**src/rtl/uft_pkg.sv**
```systemverilog
package uft_pkg;

   typedef struct packed {
      logic       spare;      // bit 7: no function in this block
      logic       brk;        // bit 6: hold line low
      logic       stick;      // bit 5: forced parity
      logic       even;       // bit 4: even parity / forced value select
      logic       par_en;     // bit 3: parity bit present
      logic       long_stop;  // bit 2: extended stop period
      logic [1:0] wlen;       // bits 1:0: word length minus five
   } ctl_t;

   typedef enum logic [2:0] {
      PH_IDLE  = 3'd0,
      PH_START = 3'd1,
      PH_DATA  = 3'd2,
      PH_PAR   = 3'd3,
      PH_STOP  = 3'd4
   } phase_t;

endpackage

```
**src/rtl/uft_fmt_decode.sv**
```systemverilog
module uft_fmt_decode
   import uft_pkg::*;
#(
   parameter int DATA_W = 8,
   parameter int MIN_W  = 5,
   localparam int IDX_W = $clog2(DATA_W)
) (
   input  ctl_t              ctl,
   input  logic [DATA_W-1:0] data,
   output logic [IDX_W-1:0]  last_idx,
   output logic              par_en,
   output logic              par_bit,
   output logic [2:0]        stop_halves
);

   logic [DATA_W-1:0] mask;
   logic              ones_odd;

   assign last_idx = IDX_W'(MIN_W - 1) + IDX_W'(ctl.wlen);

   for (genvar gi = 0; gi < DATA_W; gi++) begin : g_mask
      assign mask[gi] = ({1'b0, last_idx} >= (IDX_W+1)'(gi));
   end

   assign ones_odd = ^(data & mask);
   assign par_en   = ctl.par_en;

   always_comb begin
      if (ctl.stick)
         par_bit = ~ctl.even;
      else if (ctl.even)
         par_bit = ones_odd;
      else
         par_bit = ~ones_odd;
   end

   always_comb begin
      if (!ctl.long_stop)
         stop_halves = 3'd2;
      else if (ctl.wlen == 2'b00)
         stop_halves = 3'd3;
      else
         stop_halves = 3'd4;
   end

endmodule

```
**src/rtl/uft_sequencer.sv**
```systemverilog
module uft_sequencer
   import uft_pkg::*;
#(
   parameter int DATA_W        = 8,
   parameter int TICKS_PER_BIT = 16,
   localparam int IDX_W = $clog2(DATA_W),
   localparam int CW    = $clog2(2 * TICKS_PER_BIT),
   localparam int HALF  = TICKS_PER_BIT / 2
) (
   input  logic              clk,
   input  logic              rst_n,
   input  logic              tick,
   input  logic              start,
   input  logic [DATA_W-1:0] data_in,
   input  logic [IDX_W-1:0]  last_idx,
   input  logic              par_en,
   input  logic              par_bit,
   input  logic [2:0]        stop_halves,
   output logic              busy,
   output logic              line_bit,
   output logic [CW-1:0]     tick_cnt
);

   phase_t            phase;
   logic [DATA_W-1:0] shreg;
   logic [IDX_W-1:0]  idx, last_q;
   logic              pen_q, pbit_q;
   logic [2:0]        halves_q;
   logic [CW:0]       limit;
   logic              seg_end;

   always_comb begin
      if (phase == PH_STOP)
         limit = (CW+1)'(halves_q) * (CW+1)'(HALF) - (CW+1)'(1);
      else
         limit = (CW+1)'(TICKS_PER_BIT - 1);
   end

   assign seg_end = ({1'b0, tick_cnt} == limit);

   always_ff @(posedge clk) begin
      if (!rst_n) begin
         phase    <= PH_IDLE;
         tick_cnt <= '0;
         idx      <= '0;
         shreg    <= '0;
         last_q   <= '0;
         pen_q    <= 1'b0;
         pbit_q   <= 1'b0;
         halves_q <= 3'd2;
      end else if (phase == PH_IDLE) begin
         if (start) begin
            phase    <= PH_START;
            tick_cnt <= '0;
            idx      <= '0;
            shreg    <= data_in;
            last_q   <= last_idx;
            pen_q    <= par_en;
            pbit_q   <= par_bit;
            halves_q <= stop_halves;
         end
      end else if (tick) begin
         if (seg_end) begin
            tick_cnt <= '0;
            unique case (phase)
               PH_START: phase <= PH_DATA;
               PH_DATA: begin
                  shreg <= shreg >> 1;
                  if (idx == last_q)
                     phase <= pen_q ? PH_PAR : PH_STOP;
                  else
                     idx <= idx + IDX_W'(1);
               end
               PH_PAR:   phase <= PH_STOP;
               default:  phase <= PH_IDLE;
            endcase
         end else begin
            tick_cnt <= tick_cnt + CW'(1);
         end
      end
   end

   always_comb begin
      unique case (phase)
         PH_START: line_bit = 1'b0;
         PH_DATA:  line_bit = shreg[0];
         PH_PAR:   line_bit = pbit_q;
         default:  line_bit = 1'b1;
      endcase
   end

   assign busy = (phase != PH_IDLE);

endmodule

```
**src/rtl/uart_frame_tx.sv**
```systemverilog
module uart_frame_tx
   import uft_pkg::*;
#(
   parameter int DATA_W        = 8,
   parameter int MIN_W         = 5,
   parameter int TICKS_PER_BIT = 16
) (
   input  logic              clk,
   input  logic              rst_n,
   input  logic              tick16,
   input  logic [7:0]        line_ctl,
   input  logic [DATA_W-1:0] tx_data,
   input  logic              tx_valid,
   output logic              tx_ready,
   output logic              txd,
   output logic              busy
);

   localparam int IDX_W = $clog2(DATA_W);
   localparam int CW    = $clog2(2 * TICKS_PER_BIT);

   if (TICKS_PER_BIT < 2 || (TICKS_PER_BIT % 2) != 0) begin : g_bad_ticks
      $error("TICKS_PER_BIT must be even and at least 2");
   end
   if (DATA_W != MIN_W + 3) begin : g_bad_width
      $error("DATA_W must cover the four word lengths above MIN_W");
   end

   ctl_t             ctl;
   logic             ctl_unused;
   logic             accept, line_bit;
   logic [IDX_W-1:0] last_idx;
   logic             par_en, par_bit;
   logic [2:0]       stop_halves;
   logic [CW-1:0]    tick_cnt;

   assign ctl        = ctl_t'(line_ctl);
   assign ctl_unused = ctl.spare;
   assign tx_ready   = ~busy;
   assign accept     = tx_valid & tx_ready;

   uft_fmt_decode #(.DATA_W(DATA_W), .MIN_W(MIN_W)) u_dec (
      .ctl         (ctl),
      .data        (tx_data),
      .last_idx    (last_idx),
      .par_en      (par_en),
      .par_bit     (par_bit),
      .stop_halves (stop_halves)
   );

   uft_sequencer #(.DATA_W(DATA_W), .TICKS_PER_BIT(TICKS_PER_BIT)) u_seq (
      .clk         (clk),
      .rst_n       (rst_n),
      .tick        (tick16),
      .start       (accept),
      .data_in     (tx_data),
      .last_idx    (last_idx),
      .par_en      (par_en),
      .par_bit     (par_bit),
      .stop_halves (stop_halves),
      .busy        (busy),
      .line_bit    (line_bit),
      .tick_cnt    (tick_cnt)
   );

   assign txd = line_bit & ~ctl.brk;

endmodule

```
**config.mk**
```make
export PLATFORM = sky130hd
export DESIGN_NAME = uart_frame_tx
export DESIGN_NICKNAME = d
export VERILOG_FILES = /design/src/rtl/uft_pkg.sv /design/src/rtl/uft_fmt_decode.sv /design/src/rtl/uft_sequencer.sv /design/src/rtl/uart_frame_tx.sv
export SDC_FILE = /design/constraint.sdc
export NUM_CORES = 1
export LEC_CHECK = 0
export BUFFER_PORTS_ARGS = -buffer_cell sky130_fd_sc_hd__buf_4
export CAP_MARGIN = 5
export CORE_MARGIN = 5
export CORE_UTILIZATION = 60
export DETAILED_ROUTE_END_ITERATION = 8
export GPL_TIMING_DRIVEN = 0
export PLACE_DENSITY = 0.88
export SETUP_SLACK_MARGIN = 0.02
export SLEW_MARGIN = 20
export SYNTH_ARGS = -nofsm -noshare
export SYNTH_HDL_FRONTEND = slang
export SYNTH_SLANG_ARGS = --single-unit
```
**constraint.sdc**
```tcl
create_clock -name clk -period 6.7 [get_ports clk]
set_input_delay 1.005 -clock clk [delete_from_list [all_inputs] [get_ports clk]]
set_output_delay 1.005 -clock clk [all_outputs]
set_load 0.02 [all_outputs]
```
==> results by group <==
Outcome
  – Outcome: completed

STA
  – RSZ-0062 raised after global routing: false
  – Slew Limit Fails: 0
  – Final Hold Vio Count: 0
  – Setup_tns: 0 ps
  – Final setup viols: 0
  – Slew HR: 0.523
  – Setup slack after layout: just under 4000 ps
  – Post-layout min period: 2770 ps
  – Max Clock Skew: 13.3 ps
  – F_max: between 300 and 400 MHz
  – Hold_ws: 484 ps
  – Final period util: 0.413
  – Actual slew at the worst max-slew pin: 713 ps

Worst setup path
  – Crit Path Class: flop to primary output
  – Req. time, crit path: 5690 ps
  – FF-to-FF path depth: 8
  – Reg2reg end: u_seq.idx[1]
  – R2r setup slk: 4210 ps
  – Critical path fanouts, max: 10
  – Crit path largest cell delay: 330 ps
  – Startpoint Class: flop
  – Critical R2R Launch: u_seq.halves_q[0]
  – Slowest cell on crit path: dfxtp_1
  – Worst path depth: 5
  – CP delay by family, top: buffers and inverters
  – Worst EP arrival: 1770 ps
  – Crit-path cells: buf_6 > or3_1 > clkbuf_1 > inv_2 > buf_4
  – Worst path bufs/invs: 4
  – CP Capture Type: primary output
  – Critical Path Source: u_seq.phase[0]

Logic synthesis
  – Main combinational cell family by area after synthesis: simple AND/OR/NAND/NOR gates
  – Synth Net Count: approximately 190
  – Yosys warns: 0
  – Post-synthesis simple-gate area fraction: 0.211
  – Post-synth ARST share: 0
  – Multiplexer share of the synthesized area: 0.0742
  – Netlist cell types: 40
  – Post-synth top area cell: dfxtp_1
  – XOR/XNOR Fraction of Synth Area: 0.0860
  – Yosys reg bits: 27
  – Adder-Cell Fraction of Synth Area: 0.0253
  – Seq/Total Area, Yosys: 0.364
  – Synth Instances: 171
  – Most common flop cell mapped by yosys: dfxtp_1
  – Compound-gate portion of the synthesized area: 0.190
  – Count of flip-flops with a built-in enable after synthesis: 0
  – Mapped cell area: approximately 1500 um2
  – Synth Area per Inst: 8.68 um2
  – Area contributors post-synth: dfxtp_1, mux2i_1, a21oi_1
  – Top-area cell type share of the netlist area: 0.364

GRT
  – Initial antenna violation count: 0
  – Largest net degree at the start of global routing: 15
  – Number of global-route vias before repair: 1358
  – Remaining Overflow, GRT: 0
  – Gr usage total: 0.212
  – First-pass GRT wire length: 5900 um

Finish
  – Layout cells sized above 1: 0.168
  – Multi-input gate area: between 800 and 900 um2
  – Seq. cell area: 541 um2
  – Final #Nets: 220
  – Area grow syn2layout: 14.9%
  – Final Util: 0.708
  – Filler cell count: 187
  – # diodes: 0

Clock network
  – CTS H-tree depth: 1
  – CTS clk-pin slew, worst paths: between 100 and 150 ps
  – Clk_lat worst skew: between 300 and 400 ps
  – Clk buf depth: 2
  – Clock root buffer: clkbuf_4
  – Resized Gates After CTS: 0
  – Cts hold-fix bufs: 0
  – Post-CTS Setup Inserts: 0
  – Clk sinks: 27
  – TritonCTS clock tree: yes
  – CTS buffer count: 3

Worst hold path
  – Hold Path End: u_seq.halves_q[0]
  – WHS Path Cells: 2
  – Worst hold path type: flop to flop
  – Hold_sp: u_seq.halves_q[0]

Routing
  – Final ANT Viol Nets: 0
  – Vias per cell: 6.19
  – WL/cell: around 15 um
  – Via count: 1400
  – DRC errors left: 0
  – Iteration-0 DRC Markers: 107
  – Pre-Repair DR Iteration Count: 4
  – WL final: 3490 um

Floorplanning
  – Site row count: 18
  – I/O pin count: 23
  – Die H: 59.7 um
  – Die area: 3570 um2
  – Initial Util: 0.616
  – Die width: 59.7 um
  – Core Region: approximately 2400 um2

Power
  – Pwr Density: 208 nW/um2
  – Worst ir drop on vdd: about 0.00015 V
  – Pleak: 0.000717 uW

Place
  – Detailed Place HPWL: approximately 2700 um
  – I/O Buffers: 21
  – RD Place Congestion: between 0.8 and 0.9
  – Setup slack at placement: ~4000 ps

Job
  – Max_cap viols: 0
worst max path at each step:
| stage | endpoint | slack [ps] |
|---|---|---|
| 2_1_floorplan | u_seq.idx[1] | 4320 |
| 3_3_place_gp | u_seq.idx[1] | 4070 |
| 3_5_place_dp | u_seq.idx[1] | 4020 |
| 4_1_cts | tx_ready | 3930 |
| 5_1_grt | tx_ready | 3830 |
| 6_report | tx_ready | 3930 |
synth_stat cells, types with 2 or more instances:
library cell	instances
dfxtp_1	27
nand2_1	19
a21oi_1	18
mux2i_1	11
nand3_1	11
xnor2_1	9
nor2_1	8
o21ai_0	8
a311oi_1	7
clkbuf_1	6
inv_1	4
ha_1	3
nand4_1	3
nor3_1	3
xor2_1	3
and3_1	2
buf_2	2
nand3b_1	2
nand4b_1	2
o31ai_1	2
or3_1	2
worst min-delay path: stages, from the launching register on:
cell	delay [ps]
dfxtp_1	350
nand2_1	60
a21oi_1	50
cell usage in the layout (no fill, tap or decap), drive strengths merged:
cell type,Yosys,layout
a21boi,1,1
o21ai,8,8
nand3,11,11
and3,2,2
or4b,1,1
xnor3,1,1
nor3,3,3
a22oi,1,1
nand2,19,19
o31ai,2,2
inv,5,5
o21a,1,1
a311oi,7,7
nor4b,1,1
nor2,8,8
or3,2,2
buf,4,25
a211oi,1,1
and2,1,1
and4bb,1,1
a21oi,18,18
or4,2,2
xor2,3,3
clkbuf,6,10
clkinv,1,1
mux2i,11,11
dfxtp,27,27
o311ai,1,1
ha,3,3
nand4,3,3
nand3b,2,2
a31o,1,1
o41ai,1,1
xnor2,9,9
and3b,1,1
nand4b,2,2
through the flow:
| stage | power (uW) | instance area [um2] | instances |
|---|---|---|---|
| floorplan | 254 | 1480 | 171 |
| global route | 374 | 1710 | 226 |
| finish | 355 | 1710 | 226 |
| CTS | 354 | 1710 | 226 |
| detailed placement | 286 | 1680 | 222 |
| global placement | 281 | 1680 | 222 |
registers in the layout, summed over array words and instances, names as in the netlist:
signal	count
u_seq.shreg	8
u_seq.tick_cnt	5
u_seq.halves_q	3
u_seq.idx	3
u_seq.last_q	3
u_seq.phase	3
u_seq.pbit_q	1
u_seq.pen_q	1
power breakdown:
part | total (uW) | switching [uW] | internal, uW
Combinational | 105 | 58.8 | 45.8
Clock | 70.4 | 47.2 | 23.2
Sequential | 180 | 7.48 | 172
Total | 355 | 113 | 241
layout make-up:
type / count / area share
multi-input cells: 128 / 0.510
plain buffers: 10 / 0.0301
repair buffers: 21 / 0.0924
flip-flops and latches: 27 / 0.317
inverters: 6 / 0.0132
clock buffers: 4 / 0.0154
well taps: 30 / 0.0220
routing by layer:
metal,vias up,share of wire,GRT usage
met5,-,0,0
met4,0,0.0040,0.0380
met3,2,0.067,0.0324
met2,61,0.51,0.377
met1,660,0.42,0.271
li1,677,-,-
kinds of logic after synthesis:
group           after synthesis
compound gates               42
xor+xnor                     13
fa+ha+maj                     3
buf+inv                      16
flops                        27
mux                          11
simple gates                 59
No activity file was read; power rests on OpenSTA's default activity.
